File: src/rtl/fifo_rst_pkg.sv
package fifo_rst_pkg;
  typedef enum logic [1:0] {
    SEQ_IDLE   = 2'd0,
    SEQ_FORCED = 2'd1,
    SEQ_DRAIN  = 2'd2
  } seq_state_e;

  typedef struct packed {
    logic empty;
    logic half;
    logic full;
  } flag_set_t;
endpackage

File: src/rtl/rst_hold_counter.sv
module rst_hold_counter #(
  parameter int HOLD_CYCLES = 8
) (
  input  logic clk,
  input  logic rst_n,
  input  logic run,
  output logic hit
);
  localparam int CNT_W = $clog2(HOLD_CYCLES + 1);
  localparam logic [CNT_W-1:0] LAST = CNT_W'(HOLD_CYCLES - 1);
  localparam logic [CNT_W-1:0] TOP  = CNT_W'(HOLD_CYCLES);

  logic [CNT_W-1:0] cnt_q;

  assign hit = run && (cnt_q == LAST);

  always_ff @(posedge clk or negedge rst_n) begin
    if (!rst_n) begin
      cnt_q <= '0;
    end else if (!run) begin
      cnt_q <= '0;
    end else if (cnt_q != TOP) begin
      cnt_q <= cnt_q + 1'b1;
    end
  end
endmodule

File: src/rtl/rst_seq_fsm.sv
module rst_seq_fsm
  import fifo_rst_pkg::*;
(
  input  logic       clk,
  input  logic       rst_n,
  input  logic       qual,
  input  logic       held,
  input  logic       hit,
  output logic       run,
  output seq_state_e state
);
  seq_state_e state_q, state_d;

  assign state = state_q;
  assign run   = ((state_q == SEQ_IDLE) && qual) || ((state_q == SEQ_FORCED) && held);

  always_comb begin
    state_d = state_q;
    unique case (state_q)
      SEQ_IDLE:   if (hit) state_d = SEQ_FORCED;
      SEQ_FORCED: if (!held) state_d = SEQ_DRAIN;
      SEQ_DRAIN:  state_d = SEQ_IDLE;
      default:    state_d = SEQ_IDLE;
    endcase
  end

  always_ff @(posedge clk or negedge rst_n) begin
    if (!rst_n) state_q <= SEQ_DRAIN;
    else        state_q <= state_d;
  end
endmodule

File: src/rtl/flag_mux.sv
module flag_mux
  import fifo_rst_pkg::*;
#(
  parameter int DEPTH = 16,
  parameter int OCC_W = 5
) (
  input  seq_state_e       state,
  input  logic [OCC_W-1:0] occ,
  input  logic             sel_n,
  output flag_set_t        flags,
  output logic             oe
);
  localparam logic [OCC_W-1:0] HALF_MARK = OCC_W'(DEPTH / 2);
  localparam logic [OCC_W-1:0] FULL_MARK = OCC_W'(DEPTH);

  flag_set_t live;

  always_comb begin
    live.empty = (occ == '0);
    live.half  = (occ >= HALF_MARK);
    live.full  = (occ >= FULL_MARK);
  end

  assign oe = !sel_n;

  always_comb begin
    flags = '0;
    if (oe) begin
      unique case (state)
        SEQ_FORCED: flags = '{empty: 1'b0, half: 1'b1, full: 1'b1};
        SEQ_DRAIN:  flags = '{empty: 1'b1, half: 1'b0, full: 1'b0};
        default:    flags = live;
      endcase
    end
  end
endmodule

File: src/rtl/fifo_rst_seq.sv
module fifo_rst_seq
  import fifo_rst_pkg::*;
#(
  parameter int HOLD_CYCLES = 8,
  parameter int DEPTH       = 16,
  parameter int OCC_W       = $clog2(DEPTH + 4 + 1)
) (
  input  logic             clk,
  input  logic             rst_n,
  input  logic             sel_n,
  input  logic             clr_req_n,
  input  logic             xfer_n,
  input  logic [OCC_W-1:0] occ,
  output logic             flag_empty,
  output logic             flag_half,
  output logic             flag_full,
  output logic             flag_oe,
  output logic             ptr_clr,
  output logic             wr_block
);
  logic       held, qual, run, hit;
  seq_state_e state;
  flag_set_t  flags;

  assign held = !sel_n && !clr_req_n;
  assign qual = held && xfer_n;

  rst_hold_counter #(.HOLD_CYCLES(HOLD_CYCLES)) cnt_i (
    .clk(clk), .rst_n(rst_n), .run(run), .hit(hit)
  );

  rst_seq_fsm fsm_i (
    .clk(clk), .rst_n(rst_n), .qual(qual), .held(held),
    .hit(hit), .run(run), .state(state)
  );

  flag_mux #(.DEPTH(DEPTH), .OCC_W(OCC_W)) mux_i (
    .state(state), .occ(occ), .sel_n(sel_n), .flags(flags), .oe(flag_oe)
  );

  assign flag_empty = flags.empty;
  assign flag_half  = flags.half;
  assign flag_full  = flags.full;
  assign ptr_clr    = (state == SEQ_DRAIN);
  assign wr_block   = (state == SEQ_FORCED);
endmodule

File: config.mk
export PLATFORM = sky130hd
export DESIGN_NAME = fifo_rst_seq
export DESIGN_NICKNAME = d
export VERILOG_FILES = /design/src/rtl/fifo_rst_pkg.sv /design/src/rtl/rst_hold_counter.sv /design/src/rtl/rst_seq_fsm.sv /design/src/rtl/flag_mux.sv /design/src/rtl/fifo_rst_seq.sv
export SDC_FILE = /design/constraint.sdc
export NUM_CORES = 1
export LEC_CHECK = 0
export ABC_AREA = 1
export BUFFER_PORTS_ARGS = -buffer_cell sky130_fd_sc_hd__buf_2
export CAP_MARGIN = 20
export CELL_PAD_IN_SITES_DETAIL_PLACEMENT = 1
export CELL_PAD_IN_SITES_GLOBAL_PLACEMENT = 2
export CORE_MARGIN = 8
export CORE_UTILIZATION = 26
export CTS_BUF_LIST = sky130_fd_sc_hd__clkbuf_8
export CTS_CLUSTER_SIZE = 20
export DETAILED_ROUTE_END_ITERATION = 12
export HOLD_SLACK_MARGIN = 0.1
export PLACE_DENSITY_LB_ADDON = 0.1
export SYNTH_ARGS = -nofsm -noshare
export SYNTH_HDL_FRONTEND = slang
export SYNTH_SLANG_ARGS = --single-unit
File: constraint.sdc
create_clock -name clk -period 1.9 [get_ports clk]
set_input_delay 0.38 -clock clk [delete_from_list [all_inputs] [get_ports clk]]
set_output_delay 0.38 -clock clk [all_outputs]
set_load 0.02 [all_outputs]
# --- Yosys cells after proc, flatten, opt, wreduce, memory -nomap -nowiden ---
# Cells that the tools add are included.
word_totals:
  inputBits: 10
  out_inout_bits: 6
  ff_bits: 6
  wordCells: 30
classes:
  muxes: 7
  addsub: 1
  magnitude_cmp: 2
  n_eq_ne: 7
  n_reduce_logical: 11
op_table:
  columns: ["cell", "n"]
  rows:
  - ["2-to-1 mux 4 bit", 2]
  - ["!= test 2 bit, second input constant", 3]
  - ["case mux 3 bit (2 select lines)", 1]
  - ["greater-or-equal comparator 5 x 4 -> 1 bit, second input constant", 1]
  - ["greater-or-equal comparator 5 bit, second input constant", 1]
  - ["logical AND 1 bit", 5]
  - ["zero test 5 bit", 1]
  - ["adder 4 x 1 -> 4 bit, second input constant", 1]
  - ["== test 4 x 3 -> 1 bit, second input constant", 1]
  - ["2-to-1 mux 2 bit", 2]
  - ["!= test 4 bit, second input constant", 1]
  - ["case mux 2 bit (2 select lines)", 1]
  - ["2-to-1 mux 3 bit", 1]
  - ["== test 2 x 1 -> 1 bit, second input constant", 1]
  - ["== test 2 bit, second input constant", 1]
  - ["zero test 1 bit", 2]
  - ["zero test 2 bit", 1]
  - ["AND reduction 2 bit", 1]
  - ["logical OR 1 bit", 1]

# --- Logic depth before layout (Yosys ltp) ---
# Gate-level depths: netlist (run 1).
depth:
  word_depth: 8
  depth_mapped: 8
  depth_no_buf: 8

# --- Cells and area by module ---
# A second synthesis (run 1) with hierarchy kept.
hier_totals:
  cells_unflattened: 69
  hier_area_um2: 460.4
by_module_without_submodules:
  columns: ["module", "n_inst", "seq_area_each_um2", "area_each_um2", "cells_per_inst"]
  rows:
  - ["rst_hold_counter", 1, 100.1, 241.5, 33]
  - ["rst_seq_fsm", 1, 51.3, 88.8, 11]
  - ["flag_mux", 1, 0.0, 87.6, 15]
  - ["fifo_rst_seq", 1, 0.0, 42.5, 10]

# --- Worst setup path before layout (run 1) ---
# Ideal clock, no wire load.
synth_path:
  path_type: "register to output"
  startpoint: "reg fsm_i.state_q[1], in the netlist fsm_i.state[1]"
  endpoint: "out flag_empty"
  stages_incl_launch_ff: 6
  slack_ps: 51
  required_time_ps: 1520
  arrival_ps: 1469
  n_path_buf: 0
  cell_sequence: "dfstp_2 -> inv_1 -> ha_1 -> nor3_1 -> nand2_1 -> a21oi_1"
synth_via:
  elab_chain_cells: 3
  elab_cells_between_ends: 4
synth_lines:
  columns: ["item", "line", "text"]
  rows:
  - ["start: declaration", "rst_seq_fsm.sv:12", "seq_state_e state_q, state_d;"]
  - ["start signal: assignment", "rst_seq_fsm.sv:29", "else state_q <= state_d;"]
  - ["== test 2 bit or == test 2 x 1 -> 1 bit (tied branches)", "flag_mux.sv:29", "unique case (state)"]
  - ["case mux 3 bit (2 select lines) (*)", "flag_mux.sv:29", null]
  - ["2-to-1 mux 3 bit (*)", "flag_mux.sv:28", "if (oe) begin"]
  - ["end: declaration", "fifo_rst_seq.sv:14", "output logic flag_empty,"]
# Every way passes the cells marked *; elsewhere a longest branch is shown, timed or not.

# --- Worst setup path after layout (run 1) ---
# Same ends and word-level chain as after synthesis.

==> metrics.txt, run 1 <==
worst setup margin=-0.004303 ns; Worst VDD drop=0.3801 mV; RSZ-0062 raised after global routing=yes; Fill cells=219; Clock Skew=0.002161 ns; Reg clk slew, reported paths=0.04 ns; Slew headroom=89.11%; Final nets=96; RD Place Congestion=0.7019; final worst path period need=1.904 ns; CP startpoint kind=flop; port bufs=15; final global-route overflow total=0; Synth Register Bits=6; Num CTS Buffers=3; share of post-route cells with drive strength above 1=36.71%; Synth warnings=0; DR WL/cell=11.60 um; clk sinks=6; power density cells=696.3 nW/um2; number of global-route vias before repair=500; Seq/Total Area, Yosys=34.57%; DP Wirelength=919.9 um; R2R cell count=6; die area=3254 um2; max-cap violations=0; initial core utilization=26.52%; type of the tightest min-delay check=in2async; failing checks=negative setup slack; Reg2Reg Launch Point=fsm_i.state[1]; chip width=57.04 um; Mean Syn Cell Area=7.550 um2; Synth Instances=58; io pins=16; Worst-Skew Late Latency=0.22 ns; Via density=4.292; CTS root buf=clkbuf_8; via count=412; ANT cells=0; 1st-pass router iterations=2; CP Max Fanout=3; Tot Pwr=0.0004452 W; leakage=0.3328 nW; crit path DAT=1.52 ns; fin crit share=100.2%; global-route wire length before repair=2083 um; CTS tree=done; FMAX=525.1 MHz; drc violations=0; initial DRC count=4; largest net degree at the start of global routing=7; mapped cell area=437.9 um2; gr usage total=7.720%; final core occ=38.71%; Crit path required time=1.52 ns; CP Capture Type=output port; H-tree levels=1; Max Root-Sink Buffers=2; Antenna Violating Nets Remaining=0; row count=15; critical path class=reg2out; final setup violation count=1; status=complete, but fails checks; Syn Nets=74; Core Box Area=1652 um2; Syn-to-layout area delta=46.00%; flop-to-flop setup slack=0.58 ns; dpl ws=0.02448 ns; endpoints failing hold=0; Worst-Margin Slew=0.1633 ns; number of antenna violations at the first check in global routing=0; chip height=57.04 um; count of cell types in the netlist=16; Slew Limit Fails=0; total wire length=1114 um; FF-to-FF End=cnt_i.cnt_q[0]
[cell families after synthesis]
family | Yosys count | share of synthesized area (%)
buf+inv | 11 | 9.429
xor+xnor | 3 | 6.001
compound gates | 6 | 7.426
simple gates | 26 | 25.43
fa+ha+maj | 6 | 17.14
flops | 6 | 34.57
[registers in the layout, indices dropped and copies added, names as in the netlist]
name	count
cnt_i.cnt_q	4
fsm_i.state	2
[per-layer routing]
metal / GRT usage [%] / up-vias / share of wire (%) / routed length [um]
li1: - / 220 / - / -
met5: 0 / - / 0 / 0
met3: 1.996 / 0 / 4.1 / 46
met2: 11.47 / 5 / 50 / 560
met4: 4.027 / 0 / 0 / 0
met1: 9.910 / 187 / 46 / 507
[critical path: stages, from the launching register on]
cell and delay, ns:
dfstp_2 0.53, inv_2 0.06, ha_4 0.23, nor3_4 0.14, nand2_1 0.09, a21oi_2 0.14
buf_6 0.13
[power breakdown]
part	internal (W)	leakage, nW	switching, W
clock network	0.000139	0.0269	0.0000530
logic	0.0000499	0.226	0.0000637
registers	0.000136	0.0796	0.00000388
total	0.000325	0.333	0.000121
[cell usage after synthesis]
cell,instances,area [um2]
nand2_1,11,41.29
a21oi_1,3,15.01
xor2_1,3,26.28
nand3_1,5,25.02
o21ai_0,1,5.000
nand2_2,1,6.260
dfrtp_1,5,125.1
inv_1,10,37.54
nor3_1,2,10.01
a21boi_1,1,7.510
inv_2,1,3.750
nor2_1,6,22.52
dfstp_2,1,26.28
ha_1,6,75.07
nor2_2,1,6.260
o21ai_1,1,5.000
[layout make-up]
type                    instances  area (um2)  area share (%)
multi-input cells              41       276.5           43.25
flip-flops and latches          6       151.4           23.68
repair buffers                 17       103.9           16.24
clock buffers                   3       41.29           6.458
inverters                      11       41.29           6.458
well taps                      17       21.27           3.327
clock inverters                 1       3.754          0.5871
[cell usage in the layout, fill, tap and decap left out]
| master | n |
|---|---|
| nand3_1 | 5 |
| nor2_2 | 1 |
| dfrtp_1 | 5 |
| nand2_1 | 11 |
| a21oi_2 | 1 |
| nor2_1 | 6 |
| clkbuf_8 | 3 |
| ha_4 | 1 |
| dfstp_2 | 1 |
| nor3_4 | 1 |
| inv_1 | 9 |
| o21ai_2 | 1 |
| inv_2 | 3 |
| ha_1 | 5 |
| dlygate4sd3_1 | 1 |
| o21ai_1 | 1 |
| nor3_1 | 1 |
| nand2_2 | 1 |
| buf_4 | 3 |
| a21oi_1 | 2 |
| xor2_1 | 3 |
| a21boi_1 | 1 |
| buf_6 | 1 |
| buf_2 | 12 |
[repair_timing]
action | CTS | global route
setup buffers | 1 | 0
endpoints found under the setup margin | 3 | 3
pin swaps | 2 | 2
resized for setup | 7 | 5
endpoints found under the hold margin | 5 | 0
hold buffers | 1 | 0
[per-stage QoR]
stage | TNS (ns) | instances | hold slack [ns] | cell area (um2)
floorplan | 0 | 58 | 0.08441 | 437.9
detailed placement | 0 | 90 | 0.2074 | 534.3
global route | -0.2073 | 96 | 0.5248 | 639.4
CTS | -0.07823 | 96 | 0.5008 | 626.9
finish | -0.004303 | 96 | 0.5149 | 639.4
global placement | 0 | 90 | 0.2049 | 534.3
[worst max-delay path by stage]
| stage | startpoint | end | slack, ns | cells past startpoint |
|---|---|---|---|---|
| floorplan | fsm_i.state[1] | flag_empty | 0.05 | 5 |
| global placement | fsm_i.state[1] | flag_empty | 0.08 | 6 |
| detailed placement | fsm_i.state[1] | flag_empty | 0.02 | 6 |
| CTS | fsm_i.state[1] | flag_empty | -0.08 | 6 |
| global route | fsm_i.state[1] | flag_empty | -0.09 | 6 |
| finish | fsm_i.state[1] | flag_empty | -0.004 | 6 |
Note: power is estimated with default switching activity, not from simulation.
==> run 2, diff against run 1 <==
- CORE_UTILIZATION: 26 -> 28
- clock period: 1.9 -> 2.36 ns (I/O delays scaled with it)
==> run 2 against run 1 <==
Effect of this change: the run now ends clean; register-to-register slack gained 0.43 ns; total power is 24% lower; combinational power is 38% lower; clock power decreased by 20%; via count shrank 4.4%; worst hold slack got worse by 0.023 ns; routed wire length fell by 9.1%; non-clock buffer count shrank 1; sequential power down 19%; global-route usage decreased by 0.43 points; clock skew up 0.0018 ns; critical path type unchanged; critical endpoint unchanged; largest power group unchanged; highest routed layer unchanged.
==> metrics.txt, run 2 (synthesis results as in run 1) <==
chip width=55.55 um (-2.6%); max-cap violations=0 (unchanged); max reg flops=4 (unchanged); initial core utilization=29.41% (+2.9 points); final global-route overflow total=0 (unchanged); total wire length=1013 um (-9.1%); number of antenna violations at the first check in global routing=0 (unchanged); CTS root buf=clkbuf_8; Hold Crit Depth=2; critical path class=reg2out; status=finished, final reports clean; dpl cells=89 (-1.1%); RSZ-0062 raised after global routing=no; power density cells=572.0 nW/um2 (-18%); type of the tightest min-delay check=reg2reg; flop-to-flop setup slack=1.01 ns (+0.43 ns); Crit path required time=1.89 ns (+0.37 ns); post-route setup TNS=0 ns (+0.004303 ns); Core Box Area=1489 um2 (-9.8%); clk sinks=6 (unchanged); fin cells=94 (-2.1%); chip height=55.55 um (-2.6%); Worst Hold End=fsm_i.state[1]; area of the multi-input gates=245.2 um2 (-11%); global-route wire length before repair=1883 um (-9.6%); largest net degree at the start of global routing=7 (unchanged); Buf/Inv on CP=2 (unchanged); crit path DAT=1.74 ns (+0.22 ns); Antenna Violating Nets Remaining=0 (unchanged); Worst-Skew Late Latency=0.22 ns (about the same); via count=394 (-4.4%); Num CTS Buffers=3 (unchanged); RD Place Congestion=0.6878 (-2.0%); Final nets=95 (-1.0%); leakage=0.3199 nW (-3.9%); ANT cells=0 (unchanged); io pins=16 (unchanged); Slew headroom=83.81% (-5.3 points); final setup violation count=0 (-1); post-place instance area=533.0 um2 (-0.23%); worst path cell trace=inv_1 -> ha_1 -> nor3_1 -> nand2_1 -> a21oi_1 -> buf_2; row count=14 (-1); CP Capture Type=output port; gr usage total=7.288% (-0.43 points); CP Max Fanout=3 (unchanged); CP startpoint kind=flop; Slew Limit Fails=0 (unchanged); endpoints failing hold=0 (unchanged); beginning of the worst hold path=fsm_i.state[1]; Worst VDD drop=0.3067 mV (-19%); fin crit share=93.73%; initial DRC count=2 (-2); R2R cell count=6 (unchanged); Top reg by flops=cnt_i.cnt_q; number of global-route vias before repair=454 (-9.2%); CTS tree=done; FMAX=452.1 MHz; die area=3085 um2 (-5.2%); Reg clk slew, reported paths=0.03 ns (about the same); share of post-route cells with drive strength above 1=28.21% (-8.5 points); final worst path period need=2.212 ns; Fill cells=193 (-12%); Reg2Reg Launch Point=fsm_i.state[1]; WHS=0.4914 ns (-0.02347 ns); Via density=4.191 (-2.3%); Clock Skew=0.004000 ns (+0.001839 ns); fin area=588.1 um2 (-8.0%); commonest cells after routing, fill and taps aside=buf_2, inv_1, nand2_1; commonest non-fill, non-tap cell in the layout=buf_2; sequential cell area=151.4 um2 (unchanged); port bufs=15 (unchanged); Tot Pwr=0.0003364 W (-24%); H-tree levels=1 (unchanged); crit-path leading delay family=flip-flops; drc violations=0 (unchanged); Max Root-Sink Buffers=2 (unchanged); FF-to-FF End=cnt_i.cnt_q[1]; DP Wirelength=883.7 um (-3.9%); DR WL/cell=10.78 um (-7.1%); Syn-to-layout area delta=34.29%; slowest cell on the critical path=dfstp_2; CP max stage delay=0.53 ns (about the same); 1st-pass router iterations=2 (unchanged); Worst-Margin Slew=0.2411 ns (+0.07775 ns)
-- run 2: changes by cell type in the layout (fill, tap and decap cells not counted), moves of 2 or more --
| cell | previous run | this run |
|---|---|---|
| buf_2 | 12 | 15 |
| buf_4 | 3 | 0 |
| inv_1 | 9 | 11 |
| inv_2 | 3 | 1 |
-- run 2: worst max path at each step --
| stage | start | slack, ns | cells after the start | end |
|---|---|---|---|---|
| floorplan | fsm_i.state[1] | 0.42 | 5 | flag_empty |
| global placement | fsm_i.state[1] | 0.43 | 6 | flag_half |
| detailed placement | fsm_i.state[1] | 0.39 | 6 | flag_empty |
| CTS | fsm_i.state[1] | 0.15 | 6 | flag_empty |
| global route | fsm_i.state[1] | 0.01 | 6 | flag_empty |
| finish | fsm_i.state[1] | 0.15 | 6 | flag_empty |
-- run 2: report_power, final --
| group | total, W | internal [W] | switching [W] | leakage [nW] |
|---|---|---|---|---|
| clock network | 0.000153 | 0.000111 | 0.0000415 | 0.0269 |
| registers | 0.000113 | 0.000110 | 0.00000315 | 0.0796 |
| logic | 0.0000706 | 0.0000273 | 0.0000433 | 0.213 |
-- run 2: tightest hold or removal path: cells and delay by family (launching register included) --
kind	cells	cell delay (ns)
DFF	1	0.36
and+or+nand+nor	2	0.12
-- run 2: stage by stage --
step | setup WS [ns] | utilization (%)
floorplan | 0.4189 | -
global placement | 0.4340 | 35.80
detailed placement | 0.3851 | 35.80
CTS | 0.1500 | 39.50
global route | 0.01326 | 39.50
finish | 0.1480 | 39.50
-- run 2: what timing repair did --
item | in CTS | in global routing
gates resized for setup | 0 | 0
endpoints found under the hold margin | 5 | 0
setup buffers | 0 | 0
hold buffers | 1 | 0
-- run 2: per-layer routing --
metal | part of all wire, % | global-route usage (%) | vias up | wire length, um
met4 | 0 | 4.225 | 0 | 0
li1 | - | - | 218 | -
met2 | 46 | 11.22 | 5 | 466
met5 | 0 | 0 | - | 0
met1 | 50 | 8.747 | 171 | 506
met3 | 4.0 | 2.055 | 0 | 41
-- run 2: final cells by class --
cell class	instances	share of cell area [%]
Clock buffer	3	7.021
Clock inverter	1	0.6383
Inverter	11	7.021
Multi-Input combinational cell	41	41.70
Sequential cell	6	25.74
Tap cell	16	3.404
Timing Repair Buffer	16	14.47
==> run 3, diff against run 2 <==
- PLACE_DENSITY: not set -> 0.9
- PLACE_DENSITY_LB_ADDON: 0.1 -> not set
==> run 3 against run 2 <==
Effect of this change: maximum frequency is 0.71% higher; clock power barely moved; combinational power hardly changed; largest cell class unchanged.
==> metrics.txt, run 3 (synthesis results as in run 1) <==
RD Place Congestion=0.7067 (+2.7%); initial core utilization=29.41% (unchanged); area of the multi-input gates=245.2 um2 (unchanged); type of the tightest min-delay check=reg2reg; Max Root-Sink Buffers=2 (unchanged); final setup violation count=0 (unchanged); share of post-route cells with drive strength above 1=28.21% (unchanged); max-cap violations=0 (unchanged); status=finished, final reports clean; die area=3085 um2 (unchanged); gr usage total=7.077% (-0.21 points); CP startpoint kind=flop; Core Box Area=1489 um2 (unchanged); Crit path required time=1.89 ns (about the same); power density cells=570.7 nW/um2 (-0.22%); global-route wire length before repair=1869 um (-0.74%); Final nets=95 (unchanged); H-tree levels=1 (unchanged); Reg clk slew, reported paths=0.03 ns (about the same); row count=14 (unchanged); Antenna Violating Nets Remaining=0 (unchanged); Worst-Margin Slew=0.2363 ns (-0.004775 ns); final global-route overflow total=0 (unchanged); chip width=55.55 um (unchanged); ANT cells=0 (unchanged); port bufs=15 (unchanged); 1st-pass router iterations=2 (unchanged); final worst path period need=2.196 ns (-0.01569 ns); Worst-Skew Late Latency=0.22 ns (about the same); CP max stage delay=0.53 ns (about the same); worst path cell trace=inv_1 -> ha_1 -> nor3_1 -> nand2_1 -> a21oi_1 -> buf_2; number of global-route vias before repair=425 (-6.4%); initial DRC count=4 (+2); CP Capture Type=output port; Setup Fix Bufs, Post-CTS=0 (unchanged); Via density=4.404 (+5.1%); largest net degree at the start of global routing=7 (unchanged); sequential cell area=151.4 um2 (unchanged); Num CTS Buffers=3 (unchanged); CP Max Fanout=3 (unchanged); io pins=16 (unchanged); Syn-to-layout area delta=34.29% (unchanged); Slew headroom=84.13% (+0.32 points); commonest non-fill, non-tap cell in the layout=buf_2; critical path class=reg2out; endpoints failing hold=0 (unchanged); number of antenna violations at the first check in global routing=0 (unchanged); clk sinks=6 (unchanged); Worst VDD drop=0.3442 mV (+12%); FMAX=455.3 MHz (+0.71%); leakage=0.3199 nW (unchanged); final core occ=39.50% (unchanged); commonest cells after routing, fill and taps aside=buf_2, inv_1, nand2_1; Fill cells=181 (-6.2%); fin crit share=93.06% (-0.66 points); fin area=588.1 um2 (unchanged); post-route setup TNS=0 ns (unchanged); worst setup margin=0.1637 ns (+0.01569 ns); slowest cell on the critical path=dfstp_2; crit path DAT=1.72 ns (-0.02 ns); total wire length=1064 um (+5.0%); dpl ws=0.3870 ns (+0.001843 ns); RSZ-0062 raised after global routing=no; CTS root buf=clkbuf_8; DP Wirelength=912.9 um (+3.3%); max reg flops=4 (unchanged); CTS tree=done; chip height=55.55 um (unchanged); Top reg by flops=cnt_i.cnt_q; drc violations=0 (unchanged); Clock Skew=0.004136 ns (+0.0001362 ns); via count=414 (+5.1%); DR WL/cell=11.32 um (+5.0%); post-place instance area=533.0 um2 (unchanged); Slew Limit Fails=0 (unchanged)
-- run 3: report_power, final --
group,leakage (nW),internal [W],switching [W]
combinational,0.213,0.0000272,0.0000432
sequential,0.0796,0.000110,0.00000329
clock,0.0269,0.000111,0.0000409
-- run 3: per-layer routing --
metal	wire length (um)	global-route usage, %
met1	477	8.398
met2	566	12.66
met3	20	0.9132
met4	0	2.113
met5	0	0
-- run 3: worst paths after layout --
kind | from | to | slack (ns) | cells past startpoint
setup / recovery | fsm_i.state[1] | flag_empty | 0.16 | 6
hold / removal | fsm_i.state[1] | fsm_i.state[1] | 0.50 | 2
setup reg to reg | fsm_i.state[1] | cnt_i.cnt_q[1] | 1.04 | 6
hold reg to reg | fsm_i.state[1] | fsm_i.state[1] | 0.50 | 2
max in group asynchronous | rst_n | fsm_i.state[1] | 1.53 | 2
min in group asynchronous | rst_n | cnt_i.cnt_q[0] | 0.61 | 2
-- run 3: area by class of cell --
class	instances	area share [%]
multi-input combinational	41	41.70
inverter	11	7.021
sequential	6	25.74
timing repair buffer	16	14.47
clock inverter	1	0.6383
tap	16	3.404
clock buffer	3	7.021
-- run 3: what timing repair did --
action                                 4_1_cts  5_1_grt
gates resized for setup                      0        0
endpoints found under the hold margin        5        0
hold buffers                                 1        0
-- run 3: stage by stage --
| stage | hold WS (ns) | std cells | total power, W |
|---|---|---|---|
| 6_report | 0.4971 | 94 | 0.0003356 |
| 5_1_grt | 0.5210 | 94 | 0.0003563 |
| 4_1_cts | 0.5076 | 94 | 0.0003422 |
| 3_5_place_dp | 0.2973 | 89 | 0.0001846 |
| 3_3_place_gp | 0.2949 | 89 | 0.0001837 |
| 2_1_floorplan | 0.1764 | 58 | 0.0001598 |
-- run 3: worst max-delay path, delay by kind of cell, from the launching register on --
| kind | cells | cell delay (ns) |
|---|---|---|
| DFF | 1 | 0.53 |
| adders and majority gates | 1 | 0.32 |
| and+or+nand+nor | 2 | 0.30 |
| buffers and inverters | 2 | 0.25 |
| AOI/OAI and AO/OA | 1 | 0.12 |
